$ cat src/rtl/rtcp_pkg.sv
package rtcp_pkg;
  localparam int unsigned ADDR_W = 3;
  localparam int unsigned FLAG_N = 5;

  typedef enum logic [ADDR_W-1:0] {
    REG_CTRL   = 3'd0,
    REG_COUNT  = 3'd1,
    REG_DIV    = 3'd2,
    REG_MASK   = 3'd3,
    REG_FLAGS  = 3'd4,
    REG_IRQEN  = 3'd5,
    REG_STATUS = 3'd6
  } reg_sel_e;

  // Flag bit positions (software decodes these)
  localparam int unsigned FL_CMP0   = 0;
  localparam int unsigned FL_CMP1   = 1;
  localparam int unsigned FL_PMATCH = 2;
  localparam int unsigned FL_WRAP   = 3;
  localparam int unsigned FL_TRIM   = 4;
endpackage

$ cat src/rtl/rtcp_prescaler.sv
module rtcp_prescaler #(
  parameter int unsigned PRE_W = 12,
  parameter int unsigned DIV_W = 4
) (
  input  logic             clk,
  input  logic             rst_n,
  input  logic             tick,
  input  logic             run,
  input  logic             restart,
  input  logic [DIV_W-1:0] div_code,
  input  logic [DIV_W-1:0] mask_code,
  output logic             step,
  output logic             match
);
  localparam logic [PRE_W-1:0] ONE = {{(PRE_W-1){1'b0}}, 1'b1};

  logic [PRE_W-1:0] pcnt_q, pcnt_d, pcnt_inc;
  logic [PRE_W-1:0] div_mask, cmp_mask;
  logic             adv, pcnt_en;

  always_comb begin
    div_mask = ~({PRE_W{1'b1}} << div_code);
    cmp_mask = ~({PRE_W{1'b1}} << mask_code);
    adv      = tick & run & ~restart;
    pcnt_inc = pcnt_q + ONE;
    // step on the last tick of a 2^N period
    step     = adv & ((pcnt_q & div_mask) == div_mask);
    // sub-step event: masked bits are zero once the tick is taken
    match    = adv & ((pcnt_inc & cmp_mask) == '0);
    pcnt_en  = restart | adv;
    pcnt_d   = restart ? '0 : pcnt_inc;
  end

  always_ff @(posedge clk or negedge rst_n) begin
    if (!rst_n)       pcnt_q <= '0;
    else if (pcnt_en) pcnt_q <= pcnt_d;
  end
endmodule

$ cat src/rtl/rtcp_counter.sv
module rtcp_counter #(
  parameter int unsigned CNT_W = 32
) (
  input  logic             clk,
  input  logic             rst_n,
  input  logic             step,
  input  logic             load,
  input  logic [CNT_W-1:0] load_val,
  output logic [CNT_W-1:0] count,
  output logic             wrap
);
  localparam logic [CNT_W-1:0] ONE = {{(CNT_W-1){1'b0}}, 1'b1};

  logic [CNT_W-1:0] cnt_q, cnt_d;
  logic             cnt_en;

  always_comb begin
    cnt_en = load | step;
    cnt_d  = load ? load_val : (cnt_q + ONE);
    wrap   = step & ~load & (&cnt_q);
  end

  always_ff @(posedge clk or negedge rst_n) begin
    if (!rst_n)      cnt_q <= '0;
    else if (cnt_en) cnt_q <= cnt_d;
  end

  assign count = cnt_q;
endmodule

$ cat src/rtl/rtcp_csr.sv
module rtcp_csr
  import rtcp_pkg::*;
#(
  parameter int unsigned CNT_W      = 32,
  parameter int unsigned DIV_W      = 4,
  parameter int unsigned MAX_DIV    = 12,
  parameter int unsigned PEND_TICKS = 2
) (
  input  logic              clk,
  input  logic              rst_n,
  input  logic              tick,
  input  logic              wr_en,
  input  logic [ADDR_W-1:0] wr_addr,
  input  logic [CNT_W-1:0]  wr_data,
  input  logic [ADDR_W-1:0] rd_addr,
  input  logic [CNT_W-1:0]  count,
  input  logic              match,
  input  logic              wrap,
  input  logic              evt_cmp0,
  input  logic              evt_cmp1,
  input  logic              evt_trim,
  output logic [CNT_W-1:0]  rd_data,
  output logic              run,
  output logic [DIV_W-1:0]  div_code,
  output logic [DIV_W-1:0]  mask_code,
  output logic              div_restart,
  output logic              load,
  output logic              pending,
  output logic [FLAG_N-1:0] flags,
  output logic [FLAG_N-1:0] irqen,
  output logic              irq
);
  localparam int unsigned      PEND_W    = $clog2(PEND_TICKS + 1);
  localparam logic [CNT_W-1:0] DIV_LIMIT = CNT_W'(MAX_DIV);
  localparam logic [PEND_W-1:0] PEND_LD  = PEND_W'(PEND_TICKS);
  localparam logic [PEND_W-1:0] PEND_ONE = {{(PEND_W-1){1'b0}}, 1'b1};

  logic              run_q;
  logic [DIV_W-1:0]  div_q, mask_q, mask_d, new_code;
  logic [FLAG_N-1:0] flags_q, flags_d, set_vec, clr_vec;
  logic [FLAG_N-1:0] irqen_q;
  logic [PEND_W-1:0] pend_q, pend_d;
  logic              hit_ctrl, hit_count, hit_div, hit_mask, hit_flags, hit_irqen;
  logic              div_acc, mask_acc, mask_en, pend_en;

  // write decode
  always_comb begin
    hit_ctrl  = wr_en && (wr_addr == REG_CTRL);
    hit_count = wr_en && (wr_addr == REG_COUNT);
    hit_div   = wr_en && (wr_addr == REG_DIV);
    hit_mask  = wr_en && (wr_addr == REG_MASK);
    hit_flags = wr_en && (wr_addr == REG_FLAGS);
    hit_irqen = wr_en && (wr_addr == REG_IRQEN);
    new_code  = wr_data[DIV_W-1:0];
    div_acc   = hit_div  && (wr_data <= DIV_LIMIT);
    mask_acc  = hit_mask && (wr_data <= CNT_W'(div_q));
  end

  // next-state
  always_comb begin
    mask_en = 1'b0;
    mask_d  = mask_q;
    if (mask_acc) begin
      mask_en = 1'b1;
      mask_d  = new_code;
    end else if (div_acc && (new_code < mask_q)) begin
      mask_en = 1'b1;
      mask_d  = new_code;
    end

    set_vec            = '0;
    set_vec[FL_CMP0]   = evt_cmp0;
    set_vec[FL_CMP1]   = evt_cmp1;
    set_vec[FL_PMATCH] = match;
    set_vec[FL_WRAP]   = wrap;
    set_vec[FL_TRIM]   = evt_trim;
    clr_vec            = hit_flags ? wr_data[FLAG_N-1:0] : '0;
    flags_d            = (flags_q & ~clr_vec) | set_vec;

    pend_en = 1'b0;
    pend_d  = pend_q;
    if (hit_ctrl || hit_count || hit_div || hit_mask || hit_flags) begin
      pend_en = 1'b1;
      pend_d  = PEND_LD;
    end else if (tick && (pend_q != '0)) begin
      pend_en = 1'b1;
      pend_d  = pend_q - PEND_ONE;
    end
  end

  // registers
  always_ff @(posedge clk or negedge rst_n) begin
    if (!rst_n)        run_q <= 1'b0;
    else if (hit_ctrl) run_q <= wr_data[0];
  end

  always_ff @(posedge clk or negedge rst_n) begin
    if (!rst_n)       div_q <= '0;
    else if (div_acc) div_q <= new_code;
  end

  always_ff @(posedge clk or negedge rst_n) begin
    if (!rst_n)       mask_q <= '0;
    else if (mask_en) mask_q <= mask_d;
  end

  always_ff @(posedge clk or negedge rst_n) begin
    if (!rst_n) flags_q <= '0;
    else        flags_q <= flags_d;
  end

  always_ff @(posedge clk or negedge rst_n) begin
    if (!rst_n)         irqen_q <= '0;
    else if (hit_irqen) irqen_q <= wr_data[FLAG_N-1:0];
  end

  always_ff @(posedge clk or negedge rst_n) begin
    if (!rst_n)       pend_q <= '0;
    else if (pend_en) pend_q <= pend_d;
  end

  // read mux
  always_comb begin
    unique case (rd_addr)
      REG_CTRL:   rd_data = CNT_W'(run_q);
      REG_COUNT:  rd_data = count;
      REG_DIV:    rd_data = CNT_W'(div_q);
      REG_MASK:   rd_data = CNT_W'(mask_q);
      REG_FLAGS:  rd_data = CNT_W'(flags_q);
      REG_IRQEN:  rd_data = CNT_W'(irqen_q);
      REG_STATUS: rd_data = CNT_W'(pend_q != '0);
      default:    rd_data = '0;
    endcase
  end

  assign run         = run_q;
  assign div_code    = div_q;
  assign mask_code   = mask_q;
  assign div_restart = div_acc;
  assign load        = hit_count;
  assign pending     = (pend_q != '0);
  assign flags       = flags_q;
  assign irqen       = irqen_q;
  assign irq         = |(flags_q & irqen_q);
endmodule

$ cat src/rtl/rtcp_tick_timer.sv
module rtcp_tick_timer
  import rtcp_pkg::*;
#(
  parameter int unsigned CNT_W      = 32,
  parameter int unsigned PRE_W      = 12,
  parameter int unsigned PEND_TICKS = 2
) (
  input  logic              clk,
  input  logic              rst_n,
  input  logic              tick_en,
  input  logic              wr_en,
  input  logic [ADDR_W-1:0] wr_addr,
  input  logic [CNT_W-1:0]  wr_data,
  input  logic [ADDR_W-1:0] rd_addr,
  output logic [CNT_W-1:0]  rd_data,
  input  logic              cmp0_hit,
  input  logic              cmp1_hit,
  input  logic              trim_hit,
  output logic              irq
);
  localparam int unsigned DIV_W   = $clog2(PRE_W + 1);
  localparam int unsigned MAX_DIV = PRE_W;

  logic [1:0]        rs_q;
  logic              rst_n_s;
  logic              run_w, restart_w, load_w, step_w, match_w, wrap_w, pend_w;
  logic [DIV_W-1:0]  div_w, mask_w;
  logic [CNT_W-1:0]  count_w;
  logic [FLAG_N-1:0] flags_w, irqen_w;

  // reset: asserted at once, released after two clock edges
  always_ff @(posedge clk or negedge rst_n) begin
    if (!rst_n) rs_q <= '0;
    else        rs_q <= {rs_q[0], 1'b1};
  end
  assign rst_n_s = rs_q[1];

  rtcp_csr #(
    .CNT_W(CNT_W), .DIV_W(DIV_W), .MAX_DIV(MAX_DIV), .PEND_TICKS(PEND_TICKS)
  ) u_csr (
    .clk(clk), .rst_n(rst_n_s), .tick(tick_en),
    .wr_en(wr_en), .wr_addr(wr_addr), .wr_data(wr_data), .rd_addr(rd_addr),
    .count(count_w), .match(match_w), .wrap(wrap_w),
    .evt_cmp0(cmp0_hit), .evt_cmp1(cmp1_hit), .evt_trim(trim_hit),
    .rd_data(rd_data), .run(run_w), .div_code(div_w), .mask_code(mask_w),
    .div_restart(restart_w), .load(load_w), .pending(pend_w),
    .flags(flags_w), .irqen(irqen_w), .irq(irq)
  );

  rtcp_prescaler #(.PRE_W(PRE_W), .DIV_W(DIV_W)) u_pre (
    .clk(clk), .rst_n(rst_n_s), .tick(tick_en), .run(run_w),
    .restart(restart_w), .div_code(div_w), .mask_code(mask_w),
    .step(step_w), .match(match_w)
  );

  rtcp_counter #(.CNT_W(CNT_W)) u_cnt (
    .clk(clk), .rst_n(rst_n_s), .step(step_w), .load(load_w),
    .load_val(wr_data), .count(count_w), .wrap(wrap_w)
  );
endmodule

$ cat config.mk
export PLATFORM = sky130hd
export DESIGN_NAME = rtcp_tick_timer
export DESIGN_NICKNAME = d
export VERILOG_FILES = /design/src/rtl/rtcp_pkg.sv /design/src/rtl/rtcp_prescaler.sv /design/src/rtl/rtcp_counter.sv /design/src/rtl/rtcp_csr.sv /design/src/rtl/rtcp_tick_timer.sv
export SDC_FILE = /design/constraint.sdc
export NUM_CORES = 1
export LEC_CHECK = 0
export ABC_AREA = 0
export BUFFER_PORTS_ARGS = -buffer_cell sky130_fd_sc_hd__buf_2
export CAP_MARGIN = 30
export CORE_MARGIN = 2
export CORE_UTILIZATION = 60
export CTS_CLUSTER_DIAMETER = 80
export CTS_CLUSTER_SIZE = 25
export DETAILED_ROUTE_END_ITERATION = 10
export PLACE_DENSITY = 0.95
export SLEW_MARGIN = 0
export SYNTH_ARGS = -nofsm -noshare
export SYNTH_HDL_FRONTEND = slang
export SYNTH_SLANG_ARGS = --single-unit
$ cat constraint.sdc
create_clock -name clk -period 3.4 [get_ports clk]
set_clock_uncertainty 0.1 [all_clocks]
set_input_delay 0.68 -clock clk [delete_from_list [all_inputs] [get_ports clk]]
set_output_delay 0.68 -clock clk [all_outputs]
set_load 0.05 [all_outputs]
=== Word level (Yosys, flattened, before mapping) ===
Cells that the tools add are included.

* Add/subtract/negate cells: 3
* Magnitude comparators: 3
* Equal/unequal tests: 12
* Shift operators: 2
* Mux-type cells: 12
* Bitwise operators: 18
* Reductions and logical operators: 24

{| class="wikitable"
|+ Operators by type and width
! cell !! count
|-
| $pmux 32 s7 || 1
|-
| $add 32x1->32 const B || 1
|-
| $le 32x4->1 || 1
|-
| $le 32x4->1 const B || 1
|-
| $mux 32 || 1
|-
| $reduce_and 32->1 || 1
|-
| $and 12x12->12 || 2
|-
| $not 12->12 || 2
|-
| $shl 12x4->12 const A || 2
|-
| $eq 3x3->1 const B || 5
|-
| $add 12x1->12 const B || 1
|-
| $eq 12x12->1 || 1
|-
| $eq 3x2->1 const B || 4
|-
| $logic_not 12->1 || 1
|-
| $mux 12 || 1
|-
| $and 5x5->5 || 2
|-
| $logic_and 1x1->1 || 10
|-
| $mux 4 || 2
|-
| $and 1x1->1 || 6
|-
| $eq 3x1->1 const B || 2
|-
| $logic_not 3->1 || 2
|-
| $reduce_bool 2->1 || 3
|-
| $mux 5 || 1
|-
| $not 5->5 || 1
|-
| 10 further kinds || 20
|}

* Register bits: 67
* Bits of input ports: 45
* Output and inout bits: 33
* Word-level logic and storage cells: 83

=== Logic depth before layout (Yosys ltp) ===
Gate-level depths: netlist of run 1.

* Depth in word-level cells: 9
* Depth in mapped cells: 9
* Depth with buffers taken out: 9

=== Modules after synthesis ===
From an unflattened synthesis of run 1, not the netlist that was laid out.

* Cell total of the unflattened synthesis: 528
* Area total of the unflattened synthesis: 4606.9 um2

{| class="wikitable"
|+ Modules (own cells, without submodules)
! module !! instances !! cells an instance !! area each (um2) !! seq. area each (um2)
|-
| rtcp_counter || 1 || 226 || 1934.4 || 800.8
|-
| rtcp_csr || 1 || 170 || 1602.8 || 525.5
|-
| rtcp_prescaler || 1 || 129 || 1016.0 || 300.3
|-
| rtcp_tick_timer || 1 || 3 || 53.8 || 50.0
|}

=== Least setup slack after synthesis of run 1 ===
No wires, ideal clock.

* Kind: input -> output
* Start point: input rd_addr[2]
* End point: output rd_data[1]
* Arrival time: 2.109 ns
* Data required time: 2.620 ns
* Path slack: 0.511 ns
* Stages: 4
* Buffers on the path: 1
* Cells stage by stage: clkbuf_1 > nor2b_1 > a22oi_1 > o221ai_1

* Word-level cells in the longest chain between the ends: 2
* Elaborated cells between the ends (all ways): 8
* Classes of those cells: 6 x eq/ne; 1 x mux; 1 x reduce/logical

{| class="wikitable"
|+ RTL lines
! item !! RTL line !! RTL
|-
| from (decl) || rtcp_tick_timer.sv:14 || <nowiki>input logic [ADDR_W-1:0] rd_addr,</nowiki>
|-
| $eq 3x3->1, or another cell as far along || rtcp_csr.sv:124 || <nowiki>unique case (rd_addr)</nowiki>
|-
| $pmux 32 s7 * || rtcp_csr.sv:124 ||
|-
| to (decl) || rtcp_tick_timer.sv:15 || <nowiki>output logic [CNT_W-1:0] rd_data,</nowiki>
|}

Every way passes the cells marked *; elsewhere a longest branch is shown, timed or not.

=== Worst setup path in the final report of run 1 ===
* Start point: input wr_addr[2]
* End point: register u_cnt.cnt_q[30], in the netlist u_cnt.count[30]

* Word-level cells in the longest chain between the ends: 7
* Elaborated cells between the ends (all ways): 10
* Classes of those cells: 2 x eq/ne; 1 x mux; 4 x bitwise; 3 x reduce/logical

{| class="wikitable"
|+ RTL lines
! item !! RTL line !! RTL
|-
| from (decl) || rtcp_tick_timer.sv:12 || <nowiki>input logic [ADDR_W-1:0] wr_addr,</nowiki>
|-
| $eq 3x2->1 || rtcp_csr.sv:50 || <nowiki>hit_div = wr_en && (wr_addr == REG_DIV);</nowiki>
|-
| $logic_and 1x1->1 || rtcp_csr.sv:50 ||
|-
| $logic_and 1x1->1 || rtcp_csr.sv:55 || <nowiki>div_acc = hit_div && (wr_data <= DIV_LIMIT);</nowiki>
|-
| $not 1->1 || rtcp_prescaler.sv:24 || <nowiki>adv = tick & run & ~restart;</nowiki>
|-
| $and 1x1->1 || rtcp_prescaler.sv:24 ||
|-
| $and 1x1->1 || rtcp_prescaler.sv:27 || <nowiki>step = adv & ((pcnt_q & div_mask) == div_mask);</nowiki>
|-
| $or 1x1->1 || rtcp_counter.sv:18 || <nowiki>cnt_en = load | step;</nowiki>
|-
| to (signal assigned) || rtcp_counter.sv:25 || <nowiki>else if (cnt_en) cnt_q <= cnt_d;</nowiki>
|-
| to (decl) || rtcp_counter.sv:14 || <nowiki>logic [CNT_W-1:0] cnt_q, cnt_d;</nowiki>
|}

Several ways; a longest one is shown, not always the timed one.
A chain may end at the register's enable or synchronous reset.

==> flow_summary.toml, run 1 <==
[status]
run_status = "finished, final reports clean"

[setup_path]
cpPeakStageDelay_ns = 0.75
path_buf_inv = 1
cp.required_ns = 3.53
path_cells = "buf_2 -> nor4b_1 -> nand4_1 -> or4_1 -> nand3b_1 -> a21boi_0 -> o21ai_1"
startpoint_type = "primary input"
cp_slowest_cell = "or4_1"
cp_max_fo = 11
cp-end-kind = "register"
worstSetupPathType = "primary input to register"
cpLargestDelayFamily = "simple AND/OR/NAND/NOR gates"
cp.arrival_ns = 3.04

[detailed_routing]
wirelength_um = 12700
wl_per_cell_um = 17.9
drt_iter0_drc = 384
ant_nets = 0
drc = 0
route.vias.total = 4568
firstDrtPassIters = 5
viasPerCell = 6.42

[logic_synthesis]
synth.area.top_cells = "dfrtp_1, nand2_1, o21ai_0"
synthCells = 544
synth_area_per_cell_um2 = 8.35
yosysWarnings = 0
synth_top_area_frac = 0.369
synth_async_sr_flop_share = 1.00
synth_cell_types = 60
synth_area_leader_cell = "dfrtp_1"
syn_area_mm2 = 0.00454
ys_seq_elements = 67
synth_edf_count = 0
synth_flop_cell = "dfrtp_1"
synth_sequential_area_ratio = 0.369
synth_nets = 599

[cells_and_area]
drive_gt1_frac = 0.193
synthToLayoutAreaGrowth_pct = 14.0
multi_input_area_mm2 = 0.00270
design_area_mm2 = 0.00518
seq_area_mm2 = 0.00168
filler_cell_count = 574
antenna_cells = 0
nets = 663

[timing]
rsz0062_at_grt = "no"
fin_crit_ns = 2.91
setup_tns_ns = 0
min_period_over_period = 0.857
max_freq_mhz = 343
fin_hold_ws_ns = 0.261
worstMarginPinSlew_ns = 0.935
slew_viol_final = 0
setup_viol = 0
finalHoldViolations = 0
slew_headroom = 0.376

[grt]
grt_pass1_wl_um = 21200
grt_pass1_vias = 4405
grtUsageTotal = 0.318
antenna_found_initial = 0
grt_overflow = 0
grt_max_degree = 63

[floorplan]
rows = 31
ios = 78
die_y_um = 91.0
core_area_mm2 = 0.00729
die-area_mm2 = 0.00828
die-width_um = 91.0
initial_utilization = 0.623

[place]
portBuffers = 77
hpwl_um = 9090
dpl_cell_area_mm2 = 0.00498
gp_congestion = 0.968

[cts]
ctsLongestPathBuffers = 2
cts_setup_buffers = 0
htreeDepth = 3
clock_sinks = 67
cts-buffers-inserted = 9
cts_root_buffer = "clkbuf_8"
insertion_delay_ns = 0.35
cts_tree = "done"
clk_pin_slew_ns = 0.07

[flow_run]
drv_cap = 0

[min_path]
hold_path.class = "register to register"

[pwr]
p_per_area_mw_per_mm2 = 440
leakage_nw = 2.18
vdd_ir_drop_max_uv = 215
==> worst reg2reg max path, delay by kind of cell, from the launching register on <==
kind	cells	cell delay, ns
simple gates	7	2.03
flops	1	0.43
fa+ha+maj	1	0.20
==> placed cells by master, fill, tap and decap left out, drive strengths merged, types with 5 or more instances in the layout <==
| cell type | instances |
|---|---|
| a21oi | 22 |
| nand3 | 29 |
| o21ai | 48 |
| or4 | 5 |
| ha | 10 |
| nor2 | 31 |
| inv | 12 |
| nand4 | 10 |
| clkbuf | 12 |
| nand2 | 74 |
| mux2 | 11 |
| nor2b | 8 |
| or3 | 5 |
| xnor2 | 26 |
| a21o | 6 |
| buf | 84 |
| nor4 | 18 |
| a22oi | 8 |
| o211ai | 6 |
| nand2b | 5 |
| and2 | 29 |
| and3 | 6 |
| dfrtp | 67 |
| xor2 | 11 |
| nor3 | 14 |
==> report_power, final <==
group / switching (mW) / internal [mW]
sequential: 0.173 / 0.913
combinational: 0.310 / 0.223
clock: 0.305 / 0.353
total: 0.788 / 1.49
==> cell type report <==
type                    count  share of cell area
multi-input cells         433               0.521
flip-flops and latches     67               0.324
repair buffers             85              0.0865
clock buffers              12              0.0280
well taps                  99              0.0239
inverters                  12             0.00870
clock inverters             3             0.00773
==> metrics by stage <==
step	utilization	total power [mW]	instances	setup WS [ns]
floorplan	-	1.44	544	0.511
global placement	0.683	1.58	695	0.289
detailed placement	0.683	1.62	695	0.199
CTS	0.710	2.27	711	0.516
global route	0.710	2.38	711	0.332
finish	0.710	2.28	711	0.487
==> timing repair <==
action | in CTS | in global routing
hold endpoints to repair | 2 | 0
hold buffers | 1 | 0
endpoints found under the setup margin | 0 | 0
resized for setup | 0 | 0
==> synthesized netlist by cell type (6+ instances only) <==
| library cell | count |
|---|---|
| buf_2 | 6 |
| o211ai_1 | 6 |
| xnor2_1 | 26 |
| nand2_1 | 74 |
| ha_1 | 10 |
| nor4_1 | 17 |
| nand4_1 | 9 |
| o21ai_0 | 47 |
| nor2b_1 | 8 |
| and2_1 | 28 |
| xor2_1 | 11 |
| clkbuf_1 | 21 |
| inv_1 | 12 |
| a22oi_1 | 8 |
| nor2_1 | 31 |
| a21oi_1 | 22 |
| a21o_1 | 6 |
| nor3_1 | 14 |
| nand3_1 | 29 |
| and3_1 | 6 |
| mux2_2 | 11 |
| dfrtp_1 | 67 |
==> routing by layer <==
layer | track usage | wire [um] | up-vias | part of all wire
li1 | - | - | 2083 | -
met5 | 0 | 0 | - | 0
met4 | 0.122 | 245 | 0 | 0.019
met3 | 0.0739 | 1220 | 30 | 0.096
met1 | 0.415 | 5170 | 2163 | 0.41
met2 | 0.517 | 6100 | 292 | 0.48
==> worst paths after layout <==
check                                     from         endpoint  slack, ns  cells past startpoint
max in group asynchronous              rs_q[1]   u_csr.irqen[4]       2.02                      1
worst max-delay path                wr_addr[2]  u_cnt.count[30]       0.49                      7
worst min-delay path                   rs_q[0]          rs_q[1]       0.26                      0
worst max register to register  u_cnt.count[1]  u_cnt.count[22]       0.57                      8
min in group asynchronous              rs_q[1]  u_pre.pcnt_q[5]       0.29                      0
worst min register to register         rs_q[0]          rs_q[1]       0.26                      0
==> sequential cells by signal (all words and copies together) (netlist names) <==
register	flops
u_csr.run	1
u_csr.pend_q	2
u_cnt.count	32
u_pre.pcnt_q	12
rs_q	2
u_csr.flags	5
u_csr.div_code	4
u_csr.irqen	5
u_csr.mask_code	4
==> cell families after synthesis <==
kind of cell             count (synthesis)  synth area share
AND/OR/NAND/NOR                        254             0.296
AO/OA/AOI/OAI                          117             0.161
flip-flops                              67             0.369
buffers and inverters                   44            0.0405
XOR/XNOR                                37            0.0713
multiplexers                            14            0.0339
adder cells (fa/ha/maj)                 10            0.0275
other                                    1          0.000825
Note: power is estimated with default switching activity, not from simulation.
==> run 2: changes to the inputs <==
--- a/config.mk
+++ b/config.mk
@@ -17,4 +17,6 @@
 export SLEW_MARGIN = 0
 export SYNTH_ARGS = -nofsm -noshare
 export SYNTH_HDL_FRONTEND = slang
+export SYNTH_HIERARCHICAL = 1
 export SYNTH_SLANG_ARGS = --single-unit
+export TNS_END_PERCENT = 20
==> run 2 against run 1 <==
Flip-flop and latch count unchanged. Critical path depth increased by 2. Count of clock-buffer cells in the layout decreased by 3. Via count increased by 4.2%. Final cell count unchanged. Sequential share of layout area decreased by 0.92 points. Largest power group unchanged.
==> flow_summary.toml, run 2 <==
[status]
run_status = "finished, final reports clean"

[grt]
antenna_found_initial = 0
grt_max_degree = 40
grt_pass1_wl_um = 22000
grtUsageTotal = 0.327
grt_pass1_vias = 4521
grt_overflow = 0

[cts]
cts_tree = "done"
ctsLongestPathBuffers = 2
htreeDepth = 3
cts_setup_buffers = 0
clk_pin_slew_ns = 0.08
cts_root_buffer = "clkbuf_8"
cts-buffers-inserted = 9
insertion_delay_ns = 0.36
clock_sinks = 67

[logic_synthesis]
synthCells = 528
synth_sequential_area_ratio = 0.364
synth.area.top_cells = "dfrtp_1, and2_1, nand2_1"
post-synth-top-count-cell = "dfrtp_1"
yosysWarnings = 6
ys_seq_elements = 67
synth_top_area_frac = 0.364
synth-compound-area-share = 0.170
synth_flop_cell = "dfrtp_1"
synth_top_family_by_area = "simple AND/OR/NAND/NOR gates"
syn_area_mm2 = 0.00461
synthAdderAreaFrac = 0.0272
synth_area_leader_cell = "dfrtp_1"
synth_async_sr_flop_share = 1.00
synth_commonest_cells = "dfrtp_1, nand2_1, nor2_1, o21ai_0, and2_1"
synth_nets = 583
synth_edf_count = 0
synth_cell_types = 67
synthSimpleGateAreaFrac = 0.300
synthMuxAreaShare = 0.0456
synthXorXnorAreaFrac = 0.0456
synth_area_per_cell_um2 = 8.73

[timing]
max_freq_mhz = 313
slew_viol_final = 0
fin_crit_ns = 3.19
worstMarginPinSlew_ns = 0.907
setup_tns_ns = 0
min_period_over_period = 0.939
rsz0062_at_grt = "no"
finalHoldViolations = 0
setup_viol = 0
fin_hold_ws_ns = 0.191
slew_headroom = 0.390

[setup_path]
reg2reg_slack_ns = 0.21
r2r-start = "u_pre/pcnt_q[10]"
startpoint_type = "register"
rr_worst_depth = 9
cp.arrival_ns = 3.36
cp-end-kind = "register"
cpPeakStageDelay_ns = 0.64
cp_slowest_cell = "or4_4"
worstSetupPathType = "register to register"
reg2reg_to = "u_cnt/count[24]"
cp.required_ns = 3.57
cp_max_fo = 15
path_cells = "and3_1 -> a21boi_0 -> a211oi_1 -> o21ai_0 -> nor3_2 -> nand2_1 -> or4_4 -> or4_1 -> a31oi_1"

[detailed_routing]
viasPerCell = 6.70
wirelength_um = 13600
drc = 0
ant_nets = 0
wl_per_cell_um = 19.1
drt_iter0_drc = 529
route.vias.total = 4762
firstDrtPassIters = 6

[floorplan]
die-area_mm2 = 0.00840
rows = 31
initial_utilization = 0.628
ios = 78
die_y_um = 91.6
die-width_um = 91.6
core_area_mm2 = 0.00733

[cells_and_area]
final_common_cell = "buf_2"
largest_reg_flops = 32
final_core_util = 0.727
synthToLayoutAreaGrowth_pct = 15.7
antenna_cells = 0
drive_gt1_frac = 0.227
final_cell_mix = "buf_2, dfrtp_1, nand2_1, nor2_1, o21ai_0"
final_cell_count_no_fill = 711
nets = 662

[place]
dp_cells = 694
portBuffers = 77
hpwl_um = 9570
gp_congestion = 0.929

[flow_run]
drv_cap = 0

[min_path]
hold_path.class = "register to async pin"

[pwr]
vdd_ir_drop_max_uv = 300
p_per_area_mw_per_mm2 = 453
leakage_nw = 2.28
finalPower_mw = 2.41
[run 2: worst max-delay path by stage]
| stage | from | end | slack [ns] | cells after the start |
|---|---|---|---|---|
| floorplan | wr_addr[1] | u_cnt/count[16] | 0.36 | 12 |
| global placement | wr_addr[1] | u_cnt/count[28] | 0.14 | 11 |
| detailed placement | wr_addr[1] | u_cnt/count[22] | 0.05 | 11 |
| CTS | u_csr/div_code[0] | u_cnt/count[30] | 0.15 | 9 |
| global route | u_csr/div_code[0] | u_cnt/count[30] | 0.02 | 9 |
| finish | u_pre/pcnt_q[10] | u_cnt/count[24] | 0.21 | 9 |
[run 2: cell type report]
| cell class | instances | area, um^2 |
|---|---|---|
| Clock buffer | 9 | 124 |
| Clock inverter | 7 | 76.3 |
| Fill cell | 530 | 2000 |
| Inverter | 25 | 93.8 |
| Multi-Input combinational cell | 410 | 2720 |
| Sequential cell | 67 | 1680 |
| Tap cell | 99 | 124 |
| Timing Repair Buffer | 94 | 515 |
[run 2: worst max-delay path: cells and delay by family (launching register included)]
| family | cells | cell delay, ns |
|---|---|---|
| and+or+nand+nor | 5 | 1.78 |
| AOI/OAI and AO/OA | 4 | 0.80 |
| DFF | 1 | 0.42 |
[run 2: metrics by stage]
stage          setup slack (ns)  instance area, um^2
2_1_floorplan             0.365                 4610
3_3_place_gp              0.135                 5110
3_5_place_dp             0.0499                 5110
4_1_cts                   0.147                 5320
5_1_grt                  0.0229                 5330
6_report                  0.207                 5330
[run 2: per-layer routing]
metal,track usage,share of wire,vias up
met5,0,0,-
met3,0.0477,0.11,57
li1,-,-,2095
met2,0.557,0.49,343
met4,0.131,0.031,0
met1,0.420,0.38,2267
[run 2: logic make-up (layout without fill, tap and decap cells)]
family,count (synthesis),after routing
AO/OA/AOI/OAI,118,118
XOR/XNOR,24,24
adder cells (fa/ha/maj),10,10
buffers and inverters,51,135
flip-flops,67,67
multiplexers,18,18
other,1,1
AND/OR/NAND/NOR,239,239
[run 2: what timing repair did]
action	in CTS	in global routing
endpoints found under the hold margin	2	0
endpoints found under the setup margin	0	11
gates resized for setup	0	1
hold buffers	1	0
[run 2: where the power goes]
part	internal, mW	total, mW	switching (mW)
registers	0.925	1.12	0.198
logic	0.243	0.606	0.363
clock network	0.343	0.684	0.341
total	1.51	2.41	0.902
